<file path="src/rtl/ps2reg_pkg.sv">
package ps2reg_pkg;
  typedef enum logic [2:0] {
    SEL_NONE, SEL_CTRL, SEL_STAT, SEL_DATA, SEL_DIV, SEL_ISTAT, SEL_ID
  } readSel_t;

  typedef struct packed {
    logic      wrCtrl;
    logic      wrDiv;
    logic      wrData;
    logic      popRx;
    readSel_t  readSel;
    logic [2:0] idIdx;
  } strobe_t;

  localparam int W_CTRL  = 0;
  localparam int W_STAT  = 1;
  localparam int W_DATA  = 2;
  localparam int W_DIV   = 3;
  localparam int W_ISTAT = 4;

  function automatic logic [7:0] idByte(input logic [2:0] idx);
    case (idx)
      3'd0: idByte = 8'h50;
      3'd1: idByte = 8'h10;
      3'd2: idByte = 8'h04;
      3'd3: idByte = 8'h00;
      3'd4: idByte = 8'h0D;
      3'd5: idByte = 8'hF0;
      3'd6: idByte = 8'h05;
      default: idByte = 8'hB1;
    endcase
  endfunction
endpackage

</file>
<file path="src/rtl/ps2reg_ctrl.sv">
module ps2reg_ctrl
  import ps2reg_pkg::*;
#(
  parameter int ADDR_W = 12
) (
  input  logic              clk,
  input  logic              rstN,
  input  logic [ADDR_W-1:0] busAddr,
  input  logic              busRead,
  input  logic              busWrite,
  input  logic              rxValid,
  output strobe_t           strb
);
  localparam int WIDX_W  = ADDR_W - 2;
  localparam int ID_BASE = (1 << WIDX_W) - 8;

  logic [WIDX_W-1:0] wordIdx;
  readSel_t          sel;

  assign wordIdx = busAddr[ADDR_W-1:2];

  always_comb begin
    sel = SEL_NONE;
    if (int'(wordIdx) >= ID_BASE) sel = SEL_ID;
    else if (int'(wordIdx) == W_CTRL)  sel = SEL_CTRL;
    else if (int'(wordIdx) == W_STAT)  sel = SEL_STAT;
    else if (int'(wordIdx) == W_DATA)  sel = SEL_DATA;
    else if (int'(wordIdx) == W_DIV)   sel = SEL_DIV;
    else if (int'(wordIdx) == W_ISTAT) sel = SEL_ISTAT;
  end

  always_comb begin
    strb         = '0;
    strb.readSel = sel;
    strb.idIdx   = wordIdx[2:0];
    strb.wrCtrl  = busWrite && (sel == SEL_CTRL);
    strb.wrDiv   = busWrite && (sel == SEL_DIV);
    strb.wrData  = busWrite && (sel == SEL_DATA);
    strb.popRx   = busRead && (sel == SEL_DATA) && rxValid;
  end


  pop_needs_read_chk: assert property (@(posedge clk) disable iff (!rstN)
    strb.popRx |-> (busRead && rxValid));


  one_write_target_chk: assert property (@(posedge clk) disable iff (!rstN)
    $onehot0({strb.wrCtrl, strb.wrDiv, strb.wrData}));
endmodule

</file>
<file path="src/rtl/ps2reg_dp.sv">
module ps2reg_dp
  import ps2reg_pkg::*;
#(
  parameter int DATA_W = 32,
  parameter int CTRL_W = 8,
  parameter int DIV_W  = 8
) (
  input  logic              clk,
  input  logic              rstN,
  input  strobe_t           strb,
  input  logic [DATA_W-1:0] busWdata,
  output logic [DATA_W-1:0] busRdata,
  input  logic              rxValid,
  input  logic [7:0]        rxData,
  output logic              txValid,
  output logic [7:0]        txData,
  output logic              irq
);
  localparam int IRQ_EN_BIT    = 4;
  localparam int IRQ_FORCE_BIT = 3;
  localparam int STAT_RX_BIT   = 4;

  logic [CTRL_W-1:0] ctrlReg;
  logic [DIV_W-1:0]  divReg;
  logic [7:0]        lastByte;

  always_ff @(posedge clk) begin
    if (!rstN) begin
      ctrlReg  <= '0;
      divReg   <= '0;
      lastByte <= '0;
      txValid  <= 1'b0;
      txData   <= '0;
    end else begin
      if (strb.wrCtrl) ctrlReg <= busWdata[CTRL_W-1:0];
      if (strb.wrDiv)  divReg  <= busWdata[DIV_W-1:0];
      if (strb.popRx)  lastByte <= rxData;
      txValid <= strb.wrData;
      if (strb.wrData) txData <= busWdata[7:0];
    end
  end

  assign irq = (rxValid && ctrlReg[IRQ_EN_BIT]) || ctrlReg[IRQ_FORCE_BIT];

  always_comb begin
    busRdata = '0;
    case (strb.readSel)
      SEL_CTRL:  busRdata[CTRL_W-1:0] = ctrlReg;
      SEL_DIV:   busRdata[DIV_W-1:0]  = divReg;
      SEL_STAT:  busRdata[STAT_RX_BIT] = rxValid;
      SEL_DATA:  busRdata[7:0] = rxValid ? rxData : lastByte;
      SEL_ISTAT: busRdata[1:0] = {1'b1, rxValid};
      SEL_ID:    busRdata[7:0] = idByte(strb.idIdx);
      default:   busRdata = '0;
    endcase
  end


  tx_follows_write_chk: assert property (@(posedge clk) disable iff (!rstN)
    txValid |-> $past(strb.wrData));


  last_byte_on_pop_chk: assert property (@(posedge clk) disable iff (!rstN)
    !$stable(lastByte) |-> $past(strb.popRx));


  ctrl_on_write_chk: assert property (@(posedge clk) disable iff (!rstN)
    !$stable(ctrlReg) |-> $past(strb.wrCtrl));


  div_on_write_chk: assert property (@(posedge clk) disable iff (!rstN)
    !$stable(divReg) |-> $past(strb.wrDiv));
endmodule

</file>
<file path="src/rtl/ps2reg_top.sv">
module ps2reg_top
  import ps2reg_pkg::*;
#(
  parameter int ADDR_W = 12,
  parameter int DATA_W = 32,
  parameter int CTRL_W = 8,
  parameter int DIV_W  = 8
) (
  input  logic              clk,
  input  logic              rstN,
  input  logic [ADDR_W-1:0] busAddr,
  input  logic              busRead,
  input  logic              busWrite,
  input  logic [DATA_W-1:0] busWdata,
  output logic [DATA_W-1:0] busRdata,
  input  logic              rxValid,
  input  logic [7:0]        rxData,
  output logic              rxPop,
  output logic              txValid,
  output logic [7:0]        txData,
  output logic              irq
);
  strobe_t strb;

  ps2reg_ctrl #(.ADDR_W(ADDR_W)) uCtrl (
    .clk(clk), .rstN(rstN), .busAddr(busAddr), .busRead(busRead),
    .busWrite(busWrite), .rxValid(rxValid), .strb(strb)
  );

  ps2reg_dp #(.DATA_W(DATA_W), .CTRL_W(CTRL_W), .DIV_W(DIV_W)) uDp (
    .clk(clk), .rstN(rstN), .strb(strb), .busWdata(busWdata),
    .busRdata(busRdata), .rxValid(rxValid), .rxData(rxData),
    .txValid(txValid), .txData(txData), .irq(irq)
  );

  assign rxPop = strb.popRx;


  tx_low_after_reset_chk: assert property (@(posedge clk)
    $rose(rstN) |-> (!txValid && !irq));
endmodule

</file>
<file path="config.mk">
export PLATFORM = sky130hd
export DESIGN_NAME = ps2reg_top
export DESIGN_NICKNAME = d
export VERILOG_FILES = /design/src/rtl/ps2reg_pkg.sv /design/src/rtl/ps2reg_ctrl.sv /design/src/rtl/ps2reg_dp.sv /design/src/rtl/ps2reg_top.sv
export SDC_FILE = /design/constraint.sdc
export NUM_CORES = 1
export LEC_CHECK = 0
export BUFFER_PORTS_ARGS = -buffer_cell sky130_fd_sc_hd__buf_2
export CAP_MARGIN = 0
export CORE_MARGIN = 4
export CORE_UTILIZATION = 45
export DETAILED_ROUTE_END_ITERATION = 8
export PLACE_DENSITY_LB_ADDON = 0.2
export SLEW_MARGIN = 15
export SYNTH_ARGS = -nofsm -noshare
export SYNTH_HDL_FRONTEND = slang
export SYNTH_SLANG_ARGS = --single-unit
</file>
<file path="constraint.sdc">
create_clock -name clk -period 1.6 [get_ports clk]
set_input_delay 0.08 -clock clk [delete_from_list [all_inputs] [get_ports clk]]
set_output_delay 0.08 -clock clk [all_outputs]
set_load 0.02 [all_outputs]
</file>
======== Word level (Yosys, flattened, before mapping) ========
Index checks and enable logic that the tools add are counted.
word-level totals
  register bits after elaboration ......... 33
  input port bits ......................... 57
  output and inout port bits .............. 43
cells by class
  $lt $le $gt $ge ......................... 1
  equal/unequal tests ..................... 16
  multiplexer cells ....................... 12
  reductions and logical operators ........ 9
operator list
  cell                  number
  $pmux 8 s7            1
  $eq 10x3->1 const B   2
  $eq 3x3->1 const B    6
  $mux 3                6
  $eq 3x2->1 const B    4
  $pmux 3 s4            1
  $eq 10x2->1 const B   1
  $eq 10x4->1 const B   1
  $ge 10x10->1 const B  1
  $logic_not 10->1      1
  $pmux 2 s5            1
  $mux 8                1
  $pmux 2 s4            1
  $eq 3x1->1 const B    2
  $logic_and 1x1->1     6
  $pmux 1 s5            1
  $logic_not 3->1       1
  $logic_or 1x1->1      1

======== Depth between registers and ports, before layout ========
Gate-level depths: netlist of run 1.
  depth after elaboration ................. 10
  depth in mapped cells ................... 6
  gate-level depth less buffers ........... 4

======== Hierarchy ========
Synthesis of run 1 repeated with hierarchy kept, for this count alone.
second synthesis, totals
  cell total of the unflattened synthesis .. 208
  area, all modules ....................... 1993.2 um2
by module, submodules not included
  module       instances  cells each  area an instance (um2)  sequential area each (um2)
  ps2reg_dp    1          187         1841.8                  660.6
  ps2reg_ctrl  1          21          151.4                   0.0

======== Worst setup path after synthesis of run 1 ========
Ideal clock, no wire load.
  path type ............................... register to output
  from .................................... reg uDp.lastByte[4]
  to ...................................... out busRdata[4]
  data arrival time ....................... 1.281 ns
  required time ........................... 1.520 ns
  path slack .............................. 0.239 ns
  stages on the path, launching flop included .. 5
  path buffers ............................ 0
  path through ............................ dfxtp_1 > mux2_2 > mux4_2 > a2bb2oi_1 > o21bai_1
on the way
  cells in the longest elaborated chain, start to end .. 2
ends and longest elaborated chain
  what                    RTL line          source
  start, declared         ps2reg_dp.sv:25   logic [7:0] lastByte;
  start signal, assigned  ps2reg_dp.sv:37   if (strb.popRx) lastByte <= rxData;
  $mux 8                  ps2reg_dp.sv:51   SEL_DATA: busRdata[7:0] = rxValid ? rxData : lastByte;
  $pmux 1 s5              ps2reg_dp.sv:47   case (strb.readSel)
  end, declared           ps2reg_top.sv:15  output logic [DATA_W-1:0] busRdata,
Every way passes these cells.

======== Worst setup path in the final report of run 1 ========
Ends and elaborated chain as after synthesis.

==> results.rst, run 1 <==
.. list-table::
   :header-rows: 1

   * - Metric
     - Value
   * - Max incr delay on CP
     - 470 ps
   * - Die Y
     - 72.8 um
   * - Antenna-violating nets left
     - 0
   * - Fraction of post-synthesis cell area in the top cell type by area
     - 35.0%
   * - Startpoint of the lowest-slack hold path
     - rxData[4]
   * - Most common cell in the netlist
     - sky130_fd_sc_hd__nand2_1
   * - Synthesized area
     - 1890 um2
   * - Sum of negative setup slack
     - -154 ps
   * - Worst hold path type
     - in2reg
   * - Antenna fix cells
     - 0
   * - Largest cells by area after synthesis
     - sky130_fd_sc_hd__dfxtp_1 35%, sky130_fd_sc_hd__mux2i_1 12%, sky130_fd_sc_hd__buf_4 9.5%, sky130_fd_sc_hd__nand2_1 7.0%, sky130_fd_sc_hd__o21ai_0 5.0%
   * - Post-place setup slack
     - 46.7 ps
   * - Number of max-cap violations
     - 0
   * - Ys Warns
     - 0
   * - CP Class
     - reg2out
   * - Yosys cell types
     - 40
   * - Post-route setup slack
     - -154 ps
   * - Die X
     - 72.8 um
   * - Cells along the critical path
     - mux2_2 -> mux4_2 -> a2bb2oi_2 -> o21bai_1 -> buf_4
   * - Remaining design rule violation count
     - 0
   * - RSZ-0062 raised after global routing
     - yes
   * - Leading post-synthesis cells by instance count
     - 35 x sky130_fd_sc_hd__nand2_1, 33 x sky130_fd_sc_hd__dfxtp_1, 24 x sky130_fd_sc_hd__buf_4, 23 x sky130_fd_sc_hd__mux2i_1, 19 x sky130_fd_sc_hd__o21ai_0
   * - Req. time, crit path
     - 1520 ps
   * - Data arrival time at the worst-slack endpoint
     - 1670 ps
   * - Number of detailed-route iterations in the first pass
     - 6
   * - Fraction of layout instances using a drive strength above 1
     - 29.6%
   * - Cell at the slowest stage of the critical path
     - sky130_fd_sc_hd__mux4_2
   * - Register clock-pin slew on the reported worst setup and hold paths
     - 70 ps
   * - Total wirelength of the detailed-routed design
     - 4.10 mm
   * - Global-route wire length before repair
     - 6.51 mm
   * - Final global-route overflow total
     - 0
   * - Vias/cell
     - 4.91
   * - Final Max Tran Viols
     - 0
   * - Number of input and output port buffers inserted
     - 49
   * - Num CTS Buffers
     - 5
   * - Number of synthesized flops with an enable pin
     - 0
   * - Number of global-route vias before repair
     - 1357
   * - CTS Sinks
     - 33
   * - Register area share after synthesis
     - 35.0%
   * - Max Root-Sink Buffers
     - 2
   * - Final clock skew
     - 0 ps
   * - Half-perimeter wire length after placement
     - 3.09 mm
   * - Count of mapped cells out of synthesis
     - 216
   * - CP startpoint
     - uDp.lastByte[4]
   * - Maximum number of pins on one net before global-route repair
     - 24
   * - Global routing usage summed across all routing layers
     - 15.9%
   * - Max Fclk
     - 0.570 GHz
   * - Overall die area
     - 5300 um2
   * - Element type at the critical path start
     - flop
   * - # H-tree levels
     - 2
   * - CTS tree
     - built
   * - Synth Register Bits
     - 33
   * - Most used flip-flop cell after synthesis
     - sky130_fd_sc_hd__dfxtp_1
   * - Asr flop ratio synth
     - 0%
   * - Vias after detailed routing
     - 1555
   * - Initial antenna violation count
     - 0
   * - Final critical path time including I/O delays and setup
     - 1750 ps
   * - Setup repair bufs after CTS
     - 0
   * - Layout overhead on the synthesized area
     - 16.7%
   * - Run status
     - finished, violations left
   * - Floorplan row count
     - 23
   * - Worst-path maximum fanout
     - 2
   * - NumNets Final
     - 323
   * - Launching point of the worst reg2reg path
     - uDp.txData[2]
   * - Std-Cell Core Area
     - 4030 um2
   * - Total leakage power
     - 1.17 nW
   * - Synth area leader
     - sky130_fd_sc_hd__dfxtp_1
   * - Period Utilization, post-route
     - 110%
   * - Number of hold violations in the final report
     - 0
   * - Initial DRC Count
     - 94
   * - Average footprint of a synthesized cell
     - 8.74 um2
   * - Ratio of total power to cell area
     - 781 nW/um2
   * - Initial core utilization
     - 46.9%
   * - Max IR drop VDD
     - 0.802 mV
   * - Critical path endpoint category
     - output pin
   * - Number of endpoints failing setup at the final stage
     - 1
   * - Violated checks
     - negative setup slack
   * - Avg WL per Cell
     - 12.9 um
   * - Global placement routability congestion
     - 0.802
   * - Clock tree root buffer cell
     - sky130_fd_sc_hd__clkbuf_8
   * - Clock latency on the worst-skew pair
     - 280 ps
   * - Number of placed I/O pins
     - 100
==> registers in the layout (all words and copies together), names as in the netlist <==
signal and flops:
uDp.lastByte 8, uDp.txValid 1, uDp.txData 8, uDp.ctrlReg 8
uDp.divReg 8
==> cell type report <==
type / count / area [um2]
tap: 50 / 62.6
sequential: 33 / 662
clock inverter: 1 / 5.00
multi-input combinational: 166 / 1050
inverter: 2 / 7.51
timing repair buffer: 58 / 315
clock buffer: 7 / 96.3
fill: 407 / 1830
==> report_power, final <==
part / internal (W) / switching (W) / total (W)
combinational: 0.0000670 / 0.000144 / 0.000211
clock: 0.000389 / 0.000299 / 0.000687
sequential: 0.000821 / 0.000000130 / 0.000822
==> cells in the final DEF, fill, tap and decap left out <==
| master | instances |
|---|---|
| sky130_fd_sc_hd__clkinv_2 | 1 |
| sky130_fd_sc_hd__clkbuf_8 | 7 |
| sky130_fd_sc_hd__a2bb2oi_2 | 1 |
| sky130_fd_sc_hd__a31o_2 | 1 |
| sky130_fd_sc_hd__conb_1 | 24 |
| sky130_fd_sc_hd__nor4_4 | 2 |
| sky130_fd_sc_hd__mux4_2 | 1 |
| sky130_fd_sc_hd__buf_2 | 48 |
| sky130_fd_sc_hd__nand2_1 | 35 |
| sky130_fd_sc_hd__and3b_1 | 1 |
| sky130_fd_sc_hd__and3_2 | 1 |
| sky130_fd_sc_hd__dfxtp_1 | 32 |
| sky130_fd_sc_hd__nand4b_4 | 1 |
| sky130_fd_sc_hd__a211o_1 | 5 |
| sky130_fd_sc_hd__buf_4 | 10 |
| sky130_fd_sc_hd__a32oi_1 | 1 |
| sky130_fd_sc_hd__and4_2 | 1 |
| sky130_fd_sc_hd__nand3_1 | 16 |
| sky130_fd_sc_hd__o21bai_1 | 1 |
| sky130_fd_sc_hd__and3_1 | 2 |
| sky130_fd_sc_hd__xor2_1 | 1 |
| sky130_fd_sc_hd__nor2b_4 | 1 |
| sky130_fd_sc_hd__and2_2 | 1 |
| sky130_fd_sc_hd__a21boi_0 | 1 |
| sky130_fd_sc_hd__nand4_1 | 3 |
| sky130_fd_sc_hd__o21ai_1 | 1 |
| sky130_fd_sc_hd__nand2b_1 | 1 |
| sky130_fd_sc_hd__nand4_4 | 1 |
| sky130_fd_sc_hd__nor3_1 | 3 |
| sky130_fd_sc_hd__a211oi_1 | 5 |
| sky130_fd_sc_hd__a21o_1 | 1 |
| sky130_fd_sc_hd__o21ai_0 | 19 |
| sky130_fd_sc_hd__inv_1 | 2 |
| sky130_fd_sc_hd__dfxtp_2 | 1 |
| sky130_fd_sc_hd__nor2_1 | 8 |
| sky130_fd_sc_hd__nand3b_1 | 1 |
| sky130_fd_sc_hd__mux2_2 | 1 |
| sky130_fd_sc_hd__nor4bb_1 | 1 |
| sky130_fd_sc_hd__mux2i_1 | 23 |
| sky130_fd_sc_hd__and4_1 | 1 |
==> worst max-delay path: cells and delay by family, from the launching register on <==
family	cells	cell delay, ps
flip-flops	1	320
buffers and inverters	1	160
multiplexers	2	720
AO/OA/AOI/OAI	2	190
==> final timing paths <==
path | end | slack [ps] | depth (start not counted)
worst max-delay path | busRdata[4] | -150 | 5
worst min-delay path | uDp.lastByte[4] | 40 | 3
worst max register to register | uDp.txData[2] | 1010 | 2
worst min register to register | uDp.txData[5] | 460 | 2
==> per-stage QoR <==
step | power [W] | std cells | utilization (%) | cell area (um2) | hold slack (ps)
global placement | 0.00105 | 309 | 51.9 | 2090 | 337
floorplan | 0.00102 | 239 | - | 1970 | 220
finish | 0.00172 | 317 | 54.7 | 2200 | 42.9
global route | 0.00180 | 317 | 54.7 | 2200 | 41.1
detailed placement | 0.00105 | 309 | 51.9 | 2090 | 346
CTS | 0.00174 | 317 | 54.6 | 2200 | 41.3
==> cells by family after synthesis <==
family | after synthesis | synth area share (%)
AO/OA/AOI/OAI | 36 | 12.2
XOR/XNOR | 1 | 0.464
multiplexers | 25 | 14.0
buffers and inverters | 40 | 14.1
AND/OR/NAND/NOR | 80 | 24.1
flip-flops | 33 | 35.0
other | 1 | 0.199
==> layer usage <==
metal  track usage, %  up-vias  share of wire (%)
met5                0        -                  0
met4             4.92        0               0.98
met3             5.37        5                8.0
met2             24.3       50                 45
met1             21.2      688                 46
li1                 -      812                  -
==> what timing repair did <==
action / 4_1_cts / 5_1_grt
hold endpoints to repair: 0 / 0
setup endpoints to repair: 1 / 2
gates resized for setup: 2 / 2
pin swaps: 1 / 0
hold buffers: 0 / 0
No activity file was read; power rests on OpenSTA's default activity.
==> inputs of run 2 (changes only) <==
--- a/config.mk
+++ b/config.mk
@@ -11,6 +11,7 @@
 export CORE_UTILIZATION = 45
 export DETAILED_ROUTE_END_ITERATION = 8
 export PLACE_DENSITY_LB_ADDON = 0.2
+export REMOVE_ABC_BUFFERS = 1
 export SLEW_MARGIN = 15
 export SYNTH_ARGS = -nofsm -noshare
 export SYNTH_HDL_FRONTEND = slang
==> run 2 against run 1 <==
Compared with the run above: the flow still finishes with violations (negative setup slack); cell area increased by 0.34%; critical endpoint unchanged; clock skew unchanged; largest power group unchanged; sequential power about the same; flip-flop and latch count unchanged; clock power increased by 9.6%; combinational power about the same; register-to-register slack about the same; routed wire length increased by 3.1%.
==> results.rst, run 2 (same netlist as run 1, synthesis figures left out) <==
.. list-table::
   :header-rows: 1

   * - Metric
     - Value
   * - Run status
     - finished, violations left
   * - Violated checks
     - negative setup slack
   * - Req. time, crit path
     - 1520 ps (about the same)
   * - Initial core utilization
     - 46.9% (unchanged)
   * - Post-place setup slack
     - 104 ps (+57.3 ps)
   * - Vias after detailed routing
     - 1583 (+1.8%)
   * - Post-route setup slack
     - -160 ps (-5.91 ps)
   * - Total leakage power
     - 1.17 nW (+0.28%)
   * - Number of max-cap violations
     - 0 (unchanged)
   * - Most Crowded Layer GR
     - met2
   * - CTS tree
     - built
   * - CP startpoint
     - uDp.lastByte[4]
   * - Total wirelength of the detailed-routed design
     - 4.23 mm (+3.1%)
   * - # H-tree levels
     - 2 (unchanged)
   * - Part of the power in registers
     - 45.9% (-1.9 points)
   * - CTS Sinks
     - 33 (unchanged)
   * - Commonest non-fill, non-tap cells in the layout
     - 48 x sky130_fd_sc_hd__buf_2, 35 x sky130_fd_sc_hd__nand2_1, 33 x sky130_fd_sc_hd__dfxtp_1
   * - Clock tree root buffer cell
     - sky130_fd_sc_hd__clkbuf_8
   * - Final clock skew
     - 0 ps (unchanged)
   * - NumNets Final
     - 324 (+0.31%)
   * - Setup repair bufs after CTS
     - 0 (unchanged)
   * - Antenna-violating nets left
     - 0 (unchanged)
   * - Antenna fix cells
     - 0 (unchanged)
   * - Number of hold violations in the final report
     - 0 (unchanged)
   * - Met3 Resource Use GR
     - 4.27% (-1.1 points)
   * - Max Fclk
     - 0.568 GHz (-0.34%)
   * - Internal power summed over all cells
     - 0.00134 W (+5.1%)
   * - Layout overhead on the synthesized area
     - 17.1%
   * - Cells along the critical path
     - mux2_2 -> mux4_2 -> a2bb2oi_2 -> o21bai_1 -> buf_4
   * - Floorplan row count
     - 23 (unchanged)
   * - CP Class
     - reg2out
   * - Clock latency on the worst-skew pair
     - 280 ps (about the same)
   * - Initial DRC Count
     - 76 (-19%)
   * - Die X
     - 72.8 um (unchanged)
   * - Period Utilization, post-route
     - 110% (+0.37 points)
   * - CTS hold repair buffers
     - 0 (unchanged)
   * - Number of detailed-route iterations in the first pass
     - 4 (-2)
   * - Die Y
     - 72.8 um (unchanged)
   * - Worst path buffer plus inverter count
     - 1 (unchanged)
   * - Number of input and output port buffers inserted
     - 49 (unchanged)
   * - Final critical path time including I/O delays and setup
     - 1760 ps (+5.91 ps)
   * - Max IR drop VDD
     - 0.538 mV (-33%)
   * - Register clock-pin slew on the reported worst setup and hold paths
     - 70 ps (about the same)
   * - Global routing usage summed across all routing layers
     - 16.5% (+0.62 points)
   * - Launching point of the worst reg2reg path
     - uDp.divReg[7]
   * - Global placement routability congestion
     - 0.779 (-2.8%)
   * - Initial antenna violation count
     - 0 (unchanged)
   * - Std-Cell Core Area
     - 4030 um2 (unchanged)
   * - Number of endpoints failing setup at the final stage
     - 1 (unchanged)
   * - Cell family with most CP delay
     - multiplexers
   * - Remaining design rule violation count
     - 0 (unchanged)
   * - Part of the total power dissipated in the clock network
     - 42.1% (+2.1 points)
   * - Most frequent standard cell in the layout excluding fill and tap cells
     - sky130_fd_sc_hd__buf_2
   * - Startpoint of the lowest-slack hold path
     - rxData[1]
   * - RSZ-0062 raised after global routing
     - yes
   * - Global-route track usage on met2
     - 26.9% (+2.5 points)
   * - Power dissipated by switching net loads
     - 0.000446 W (+0.72%)
   * - Post-Place Cell Area
     - 2100 um2 (+0.36%)
   * - Element type at the critical path start
     - flop
   * - Max incr delay on CP
     - 460 ps (about the same)
   * - Critical path endpoint category
     - output pin
   * - Worst-path maximum fanout
     - 2 (unchanged)
   * - Overall die area
     - 5300 um2 (unchanged)
   * - Design Area, Final
     - 2210 um2 (+0.34%)
   * - Met1 capacity usage during global routing
     - 21.1% (-0.098 points)
   * - Cell at the slowest stage of the critical path
     - sky130_fd_sc_hd__mux4_2
   * - Number of global-route vias before repair
     - 1452 (+7.0%)
   * - Avg WL per Cell
     - 13.3 um (+3.1%)
   * - Final Max Tran Viols
     - 0 (unchanged)
   * - Post-Route Utilization
     - 54.9% (+0.19 points)
   * - Worst hold path type
     - in2reg
   * - Half-perimeter wire length after placement
     - 3.17 mm (+2.5%)
   * - Num CTS Buffers
     - 5 (unchanged)
   * - Switching fraction of total power
     - 24.9% (-0.81 points)
   * - Global-route wire length before repair
     - 6.78 mm (+4.2%)
   * - Number of placed I/O pins
     - 100 (unchanged)
   * - Total design power
     - 0.00179 W (+4.0%)
   * - Share of total power in combinational logic
     - 12.0% (-0.3 points)
   * - Maximum number of pins on one net before global-route repair
     - 22 (-8.3%)
   * - Fraction of layout instances using a drive strength above 1
     - 28.8% (-0.75 points)
   * - Data arrival time at the worst-slack endpoint
     - 1680 ps (about the same)
   * - Final global-route overflow total
     - 0 (unchanged)
   * - Max Root-Sink Buffers
     - 2 (unchanged)
   * - Ratio of total power to cell area
     - 809 nW/um2 (+3.6%)
   * - Vias/cell
     - 4.99 (+1.8%)
run 2: final cells by class:
cell class                      instances  area (um2)
Clock buffer                            5        68.8
Clock inverter                          2        35.0
Tap cell                               50        62.6
Fill cell                             406        1820
Multi-Input combinational cell        166        1050
Sequential cell                        33         661
Timing Repair Buffer                   59         323
Inverter                                2        7.51
run 2: final timing paths:
kind                           to  slack [ps]  cells past startpoint
setup / recovery      busRdata[4]        -160                      5
hold / removal    uDp.lastByte[1]          40                      3
hold reg to reg     uDp.txData[1]         460                      2
setup reg to reg    uDp.divReg[7]        1010                      2
run 2: power groups by stage:
| stage | Sequential (W) | Clock [W] | Combinational (W) |
|---|---|---|---|
| after global placement | 0.000840 | 0 | 0.000209 |
| after global routing | 0.000821 | 0.000801 | 0.000235 |
| after floorplan | 0.000840 | 0 | 0.000101 |
| after detailed placement | 0.000840 | 0 | 0.000209 |
| after CTS | 0.000821 | 0.000768 | 0.000213 |
| final | 0.000822 | 0.000753 | 0.000214 |
run 2: timing repair:
item                       4_1_cts  5_1_grt
resized for setup                2        0
cloned                           0        0
setup endpoints to repair        1        1
pin swaps                        1        0
run 2: tightest hold or removal path: stages:
cell and delay [ps]:
sky130_fd_sc_hd__buf_2 100, sky130_fd_sc_hd__nand2_1 40, sky130_fd_sc_hd__o21ai_0 60
run 2: stage by stage:
stage / TNS, ps / hold slack (ps) / cells
after CTS: -175 / 40.3 / 317
final: -160 / 42.7 / 317
after global routing: -227 / 52.8 / 317
after detailed placement: 0 / 344 / 310
after global placement: 0 / 339 / 310
after floorplan: 0 / 192 / 201
run 2: metal layers:
metal	wire length (um)	share of wire, %	up-vias
met2	1950	46	45
met3	277	6.6	7
li1	-	-	813
met4	55	1.3	0
met1	1940	46	718
met5	0	0	-
